**src/rtl/diag_pkg.sv**
```systemverilog
package diag_pkg;
    typedef logic [7:0] byte_t;

    // Fault events per channel (load field handled separately)
    localparam int CH_EVT_W = 6;
    // Width of stored load detection code
    localparam int LOAD_W   = 2;
    // Position of the offset bit inside the 6-bit fault vector
    localparam int FLT_OFS  = 2;
endpackage

```
**src/rtl/diag_glob.sv**
```systemverilog
module diag_glob
    import diag_pkg::*;
(
    input  logic  clk,
    input  logic  rst_n,
    input  logic  clr,
    input  byte_t rep_byte,
    input  byte_t evt,
    output byte_t view
);
    byte_t st_d, st_q;

    always_comb begin
        st_d = st_q;
        if (clr) begin
            st_d = st_q & ~rep_byte;
        end
        st_d = st_d | evt;
    end

    always_ff @(posedge clk or negedge rst_n) begin
        if (!rst_n) st_q <= '0;
        else        st_q <= st_d;
    end

    assign view = st_q;
endmodule

```
**src/rtl/diag_chan.sv**
```systemverilog
module diag_chan
    import diag_pkg::*;
(
    input  logic                clk,
    input  logic                rst_n,
    input  logic                ac_mode,
    input  logic                clr,
    input  byte_t               rep_byte,
    input  logic [CH_EVT_W-1:0] flt_evt,
    input  logic                load_vld,
    input  logic [LOAD_W-1:0]   load_res,
    output byte_t               view
);
    typedef struct packed {
        logic [CH_EVT_W-1:0] flt;
        logic [LOAD_W-1:0]   load;
    } chan_st_t;

    chan_st_t            st_d, st_q;
    logic [CH_EVT_W-1:0] rep_flt;
    logic [LOAD_W-1:0]   load_view;
    logic                unused_rep;

    // load field bits of the reported byte play no part in clearing
    assign unused_rep = ^rep_byte[5:4];

    always_comb begin
        rep_flt = {rep_byte[7:6], rep_byte[3:0]};
        st_d    = st_q;
        if (clr) begin
            st_d.flt          = st_q.flt & ~rep_flt;
            st_d.flt[FLT_OFS] = 1'b1;
        end
        st_d.flt = st_d.flt | flt_evt;
        if (load_vld) begin
            st_d.load = load_res;
        end
    end

    always_ff @(posedge clk or negedge rst_n) begin
        if (!rst_n) st_q <= '0;
        else        st_q <= st_d;
    end

    always_comb begin
        if (ac_mode) load_view = {1'b0, st_q.load[0]};
        else         load_view = st_q.load;
        view = {st_q.flt[5:4], load_view, st_q.flt[3:0]};
    end
endmodule

```
**src/rtl/diag_rdctl.sv**
```systemverilog
module diag_rdctl
    import diag_pkg::*;
#(
    parameter int NBYTES = 5
) (
    input  logic                   clk,
    input  logic                   rst_n,
    input  logic                   rd_start,
    input  logic                   rd_dir,
    input  logic                   rd_req,
    input  logic                   rd_stop,
    input  logic [NBYTES-1:0][7:0] live,
    output logic [NBYTES-1:0][7:0] snap,
    output logic                   clr,
    output byte_t                  rd_data,
    output logic                   rd_valid
);
    localparam int             IDXW     = $clog2(NBYTES + 1);
    localparam logic [IDXW-1:0] IDX_END  = IDXW'(NBYTES);
    localparam logic [IDXW-1:0] IDX_LAST = IDXW'(NBYTES - 1);

    typedef struct packed {
        logic                   active;
        logic [IDXW-1:0]        idx;
        logic [NBYTES-1:0][7:0] snap;
        logic                   valid;
        byte_t                  data;
    } rd_st_t;

    rd_st_t st_d, st_q;
    byte_t  sel;

    always_comb begin
        sel = '0;
        for (int i = 0; i < NBYTES; i++) begin
            if (st_q.idx == IDXW'(i)) sel = st_q.snap[i];
        end
    end

    always_comb begin
        st_d       = st_q;
        st_d.valid = 1'b0;
        st_d.data  = '0;
        clr        = 1'b0;
        if (rd_start) begin
            st_d.active = rd_dir;
            st_d.idx    = '0;
            if (rd_dir) st_d.snap = live;
        end else if (rd_stop) begin
            st_d.active = 1'b0;
        end else if (rd_req && st_q.active) begin
            st_d.valid = 1'b1;
            if (st_q.idx < IDX_END) begin
                st_d.data = sel;
                st_d.idx  = st_q.idx + 1'b1;
            end
            if (st_q.idx == IDX_LAST) clr = 1'b1;
        end
    end

    always_ff @(posedge clk or negedge rst_n) begin
        if (!rst_n) st_q <= '0;
        else        st_q <= st_d;
    end

    assign snap     = st_q.snap;
    assign rd_data  = st_q.data;
    assign rd_valid = st_q.valid;
endmodule

```
**src/rtl/diag_status_bank.sv**
```systemverilog
module diag_status_bank
    import diag_pkg::*;
#(
    parameter int NUM_CH = 4
) (
    input  logic                         clk,
    input  logic                         rst_n,
    input  logic                         ac_mode,
    input  logic [7:0]                   glob_evt,
    input  logic [NUM_CH*CH_EVT_W-1:0]   ch_flt_evt,
    input  logic [NUM_CH-1:0]            ch_load_vld,
    input  logic [NUM_CH*LOAD_W-1:0]     ch_load_res,
    input  logic                         rd_start,
    input  logic                         rd_dir,
    input  logic                         rd_req,
    input  logic                         rd_stop,
    output logic [7:0]                   rd_data,
    output logic                         rd_valid
);
    localparam int NBYTES = NUM_CH + 1;

    logic [NBYTES-1:0][7:0] live_bytes;
    logic [NBYTES-1:0][7:0] snap_bytes;
    logic                   burst_clr;

    diag_glob u_glob (
        .clk      (clk),
        .rst_n    (rst_n),
        .clr      (burst_clr),
        .rep_byte (snap_bytes[0]),
        .evt      (glob_evt),
        .view     (live_bytes[0])
    );

    for (genvar c = 0; c < NUM_CH; c++) begin : g_chan
        diag_chan u_chan (
            .clk      (clk),
            .rst_n    (rst_n),
            .ac_mode  (ac_mode),
            .clr      (burst_clr),
            .rep_byte (snap_bytes[c+1]),
            .flt_evt  (ch_flt_evt[c*CH_EVT_W +: CH_EVT_W]),
            .load_vld (ch_load_vld[c]),
            .load_res (ch_load_res[c*LOAD_W +: LOAD_W]),
            .view     (live_bytes[c+1])
        );
    end

    diag_rdctl #(.NBYTES(NBYTES)) u_rdctl (
        .clk      (clk),
        .rst_n    (rst_n),
        .rd_start (rd_start),
        .rd_dir   (rd_dir),
        .rd_req   (rd_req),
        .rd_stop  (rd_stop),
        .live     (live_bytes),
        .snap     (snap_bytes),
        .clr      (burst_clr),
        .rd_data  (rd_data),
        .rd_valid (rd_valid)
    );
endmodule

```
**config.mk**
```make
export PLATFORM = sky130hd
export DESIGN_NAME = diag_status_bank
export DESIGN_NICKNAME = d
export VERILOG_FILES = /design/src/rtl/diag_pkg.sv /design/src/rtl/diag_glob.sv /design/src/rtl/diag_chan.sv /design/src/rtl/diag_rdctl.sv /design/src/rtl/diag_status_bank.sv
export SDC_FILE = /design/constraint.sdc
export NUM_CORES = 1
export LEC_CHECK = 0
export BUFFER_PORTS_ARGS = -buffer_cell sky130_fd_sc_hd__buf_2
export CAP_MARGIN = 15
export CORE_UTILIZATION = 35
export CTS_BUF_LIST = sky130_fd_sc_hd__clkbuf_16
export DETAILED_ROUTE_END_ITERATION = 8
export GPL_ROUTABILITY_DRIVEN = 1
export REMOVE_ABC_BUFFERS = 1
export SYNTH_ARGS = -nofsm -noshare
export SYNTH_HDL_FRONTEND = slang
export SYNTH_HIERARCHICAL = 1
export SYNTH_SLANG_ARGS = --single-unit
```
**constraint.sdc**
```tcl
create_clock -name clk -period 3.3 [get_ports clk]
set_input_delay 0.495 -clock clk [delete_from_list [all_inputs] [get_ports clk]]
set_output_delay 0.495 -clock clk [all_outputs]
set_load 0.05 [all_outputs]
```
**Yosys cells after proc, flatten, opt, wreduce, memory -nomap -nowiden**

Index checks and enable logic that the tools add are counted.

- Register bits: 93
- Latch bits: 0
- RAM bits: 0
- Memory bits (read-only): 0
- Input bits: 51
- Output and inout port bits: 9
- Word-level logic and storage cells: 74
- Memories: 0

- Add/sub/neg operators: 1
- Multipliers: 0
- Div/mod/pow operators: 0
- $lt $le $gt $ge: 1
- Eq/ne operators: 5
- Shifts and indexed selects: 0
- Mux-type cells: 27
- Bitwise operators: 15
- Reduce and logical (&&, ||, !) cells: 7

Operators with widths:

| cell | number |
|---|---|
| 8-bit 2-to-1 mux | 7 |
| 9-bit 2-to-1 mux | 3 |
| 6-bit bitwise AND | 4 |
| 6-bit 2-to-1 mux | 4 |
| 6-bit NOT | 4 |
| 6-bit OR | 4 |
| 3-bit 2-to-1 mux | 3 |
| 8-bit bitwise AND | 1 |
| 2-bit 2-to-1 mux | 4 |
| 8-bit NOT | 1 |
| 8-bit OR | 1 |
| 3-bit by 2-bit == test with 1-bit output (second input constant) | 2 |
| 2-bit nonzero test | 3 |
| 1-bit 2-to-1 mux | 5 |
| 4-bit 2-to-1 mux | 1 |
| 3-bit by 1-bit adder with 3-bit output (second input constant) | 1 |
| 3-bit by 1-bit == test with 1-bit output (second input constant) | 1 |
| 3-bit == test (second input constant) | 1 |
| 3-bit zero test | 1 |
| 3-bit less-than comparator (second input constant) | 1 |
| 3-bit AND reduction | 1 |
| 2-bit inequality test (second input constant) | 1 |
| 2-bit AND reduction | 1 |
| 1-bit logical AND | 1 |

**Longest topological paths before layout**

- Word-level depth: 10
- Gate-level depth with buffers: 9
- Gate-level depth less buffers: 6

**Modules after synthesis**

The synthesis kept the hierarchy.

By module, submodules not included:

| module | times used | cells each | area each (um2) | seq. area each (um2) |
|---|---|---|---|---|
| diag_rdctl | 1 | 238 | 2831.5 | 1326.3 |
| diag_chan | 4 | 29 | 344.1 | 200.2 |
| diag_glob | 1 | 25 | 297.8 | 200.2 |

**Least setup slack after synthesis**

OpenSTA, ideal clock, no wires.

- Path kind: reg-to-reg
- Start point: register u_rdctl/st_q[49] in the netlist's numbering
- End point: register u_glob.st_q[5] (netlist: u_glob/view[5])
- Library setup time: 118 ps
- Data arrival time: 3295 ps
- Required time: 3182 ps
- Path slack: -113 ps
- Stages on the path, launching flop included: 10
- Buffers on the path: 3
- Clock period less this slack: 3413 ps
- Cells stage by stage: dfrtp_1 inv_1 ha_1 buf_6 nand2_2 buf_6 nor4_1 buf_4 nand2_1 a21o_1

- Cells in the longest elaborated chain, start to end: 7

RTL lines:

| element | line | RTL |
|---|---|---|
| start, declared | diag_rdctl.sv:30 | `rd_st_t st_d, st_q;` |
| start signal, assigned | diag_rdctl.sv:63 | `else st_q <= st_d;` |
| 3-bit == test | diag_rdctl.sv:57 | `if (st_q.idx == IDX_LAST) clr = 1'b1;` |
| 1-bit 2-to-1 mux | diag_rdctl.sv:57 |  |
| 1-bit 2-to-1 mux | diag_rdctl.sv:51 | `end else if (rd_req && st_q.active) begin` |
| 1-bit 2-to-1 mux | diag_rdctl.sv:49 | `end else if (rd_stop) begin` |
| 1-bit 2-to-1 mux | diag_rdctl.sv:45 | `if (rd_start) begin` |
| via burst_clr | diag_status_bank.sv:24 | `logic burst_clr;` |
| 8-bit 2-to-1 mux | diag_glob.sv:15 | `if (clr) begin` |
| 8-bit OR | diag_glob.sv:18 | `st_d = st_d \| evt;` |
| via u_glob.st_d[5] | diag_glob.sv:11 | `byte_t st_d, st_q;` |
| end signal, assigned | diag_glob.sv:23 | `else st_q <= st_d;` |
| end, declared | diag_glob.sv:11 |  |

The timed path passes the listed nets, and every way through them passes these cells.
A chain may end at the register's enable or synchronous reset.

==> results.sh <==
export IMPL_status="finished clean"
export IMPL_max_slew_margin_pct=32.3
export IMPL_critPathSlowestCell="dfrtp_1"
export IMPL_layout_common_cells="dfrtp_1 (93), buf_2 (58), mux2_2 (48)"
export IMPL_final_common_cell="dfrtp_1"
export IMPL_final_layout_size_suffix_gt1_share_pct=39.3
export IMPL_grt_pass1_vias=2677
export IMPL_vias=2464
export IMPL_rows=40
export IMPL_h_tree_depth=3
export IMPL_place_congestion=0.756
export IMPL_synthCells=367
export IMPL_grt_max_degree=42
export IMPL_holdWs_ns=0.0663
export IMPL_hold_buffers=0
export IMPL_reg2reg_slack_ns=0.97
export IMPL_cpPeakStageDelay_ns=0.42
export IMPL_wire_per_inst_um=14.5
export IMPL_cp_num_buf_inv=2
export IMPL_syn_area_per_cell_um2=12.0
export IMPL_hold_path_class="input port to asynchronous set/reset pin"
export IMPL_met2_usage_pct=21.8
export IMPL_dp_hpwl_um=5410
export IMPL_leakagePower_nw=1.86
export IMPL_tightestPinTransition_ns=1.01
export IMPL_combPwrFrac_pct=7.3
export IMPL_grt_util_all_layers_pct=13.2
export IMPL_fin_crit_sh_pct=70.8
export IMPL_ios=60
export IMPL_post_cts_buffers=0
export IMPL_synthToLayoutAreaGrowth_pct=5.10
export IMPL_power_density_nw_per_um2=493
export IMPL_cp_max_fo=22
export IMPL_cp_arrival_ns=2.56
export IMPL_antenna_found_initial=0
export IMPL_cts_resized=0
export IMPL_setup_viol=0
export IMPL_crit_chain="inv_1 -> ha_1 -> nand2_2 -> nor4_2 -> buf_4 -> nand2_1 -> a21o_1"
export IMPL_maxCapViolations=0
export IMPL_grtUsageMet1_pct=16.9
export IMPL_power_frac_seq_pct=52.2
export IMPL_cp_required_ns=3.53
export IMPL_net_switching_power_uw=530
export IMPL_drc=0
export IMPL_root_buffer="clkbuf_16"
export IMPL_portBuffers=59
export IMPL_layout_nets=420
export IMPL_timing_fmax_mhz=428
export IMPL_grt_first_pass_wirelength_um=13200
export IMPL_mappedNetlistArea_um2=4420
export IMPL_cts_tree="yes"
export IMPL_final_max_slew_violation_count=0
export IMPL_worstSetupPathType="flop to flop"
export IMPL_hold_viol=0
export IMPL_crit_family="simple AND/OR/NAND/NOR gates"
export IMPL_p_int_mw=1.76
export IMPL_wirelength_um=7800
export IMPL_die_w_um=114
export IMPL_timing_rr_end="g_chan[2].u_chan/view[1]"
export IMPL_fp_dieH_um=114
export IMPL_viasPerCell=4.59
export IMPL_skew_ns=0.00576
export IMPL_clk_pin_slew_ns=0.06
export IMPL_drtPass1Iterations=4
export IMPL_ctsLongestPathBuffers=2
export IMPL_crit_path_end_kind="flop"
export IMPL_start_util_pct=36.3
export IMPL_die_area_um2=13100
export IMPL_reg2regPathDepth=7
export IMPL_setup_tns_ns=0
export IMPL_clock_sinks=93
export IMPL_antenna_left=0
export IMPL_gr_total_overflow=0
export IMPL_p_clk_share_pct=40.5
export IMPL_core_um2=12200
export IMPL_insertion_delay_ns=0.34
export IMPL_yosys_warnings=6
export IMPL_drt_first_iter_violations=70
export IMPL_rsz0062_at_grt="false"
export IMPL_r2r_start="u_rdctl/st_q[49]"
export IMPL_cp_startpoint="u_rdctl/st_q[49]"
export IMPL_ir_drop_mv=0.218
export IMPL_cts_buffers=9
export IMPL_top_usage_layer="met2"
export IMPL_crit_path_start_kind="flop"
export IMPL_fin_crit_ns=2.33
export IMPL_met3_usage_pct=3.34
export IMPL_postLayoutCoreUtil_pct=38.2
export IMPL_diodes=0
export IMPL_swShare_pct=23.2
==> worst max path at each step <==
stage                          endpoint  cells after the start
3_3_place_gp   g_chan[1].u_chan/view[1]                      7
4_1_cts        g_chan[2].u_chan/view[0]                      7
2_1_floorplan  g_chan[0].u_chan/view[3]                      6
6_report       g_chan[2].u_chan/view[1]                      7
5_1_grt        g_chan[2].u_chan/view[7]                      7
3_5_place_dp   g_chan[2].u_chan/view[1]                      7
==> through the flow <==
stage / power, mW / instances / cell area (um2) / worst slack (ns)
global route: 2.39 / 537 / 4640 / 0.791
floorplan: 1.30 / 290 / 3820 / -0.357
finish: 2.29 / 537 / 4640 / 0.965
detailed placement: 1.39 / 521 / 4370 / 0.956
global placement: 1.38 / 521 / 4370 / 1.10
CTS: 2.32 / 537 / 4640 / 0.941
==> power groups by stage <==
stage	Combinational [mW]	Sequential (mW)	Clock (mW)
finish	0.168	1.19	0.926
global route	0.188	1.20	1.00
CTS	0.173	1.19	0.958
detailed placement	0.172	1.21	0
global placement	0.171	1.21	0
floorplan	0.0844	1.22	0
==> final cells by class <==
| cell class | instances | area [um2] |
|---|---|---|
| clock inverters | 7 | 45.0 |
| multi-input cells | 186 | 1460 |
| clock buffers | 9 | 225 |
| flip-flops and latches | 93 | 2330 |
| repair buffers | 63 | 328 |
| inverters | 11 | 41.3 |
| fillers | 1176 | 7520 |
| well taps | 168 | 210 |
==> sequential cells by signal, indices dropped and copies added, names as in the netlist <==
name / cells
g_chan.u_chan/st_q: 8
u_rdctl/rd_valid: 1
u_rdctl/rd_data: 8
g_chan.u_chan/view: 24
u_rdctl/snap: 40
u_rdctl/st_q: 4
u_glob/view: 8
==> routing by layer <==
layer / up-vias / wire length, um
li1: 1182 / -
met1: 1228 / 3540
met2: 44 / 3860
met3: 10 / 294
met4: 0 / 108
met5: - / 0
Power figures use the tool's default switching activity.
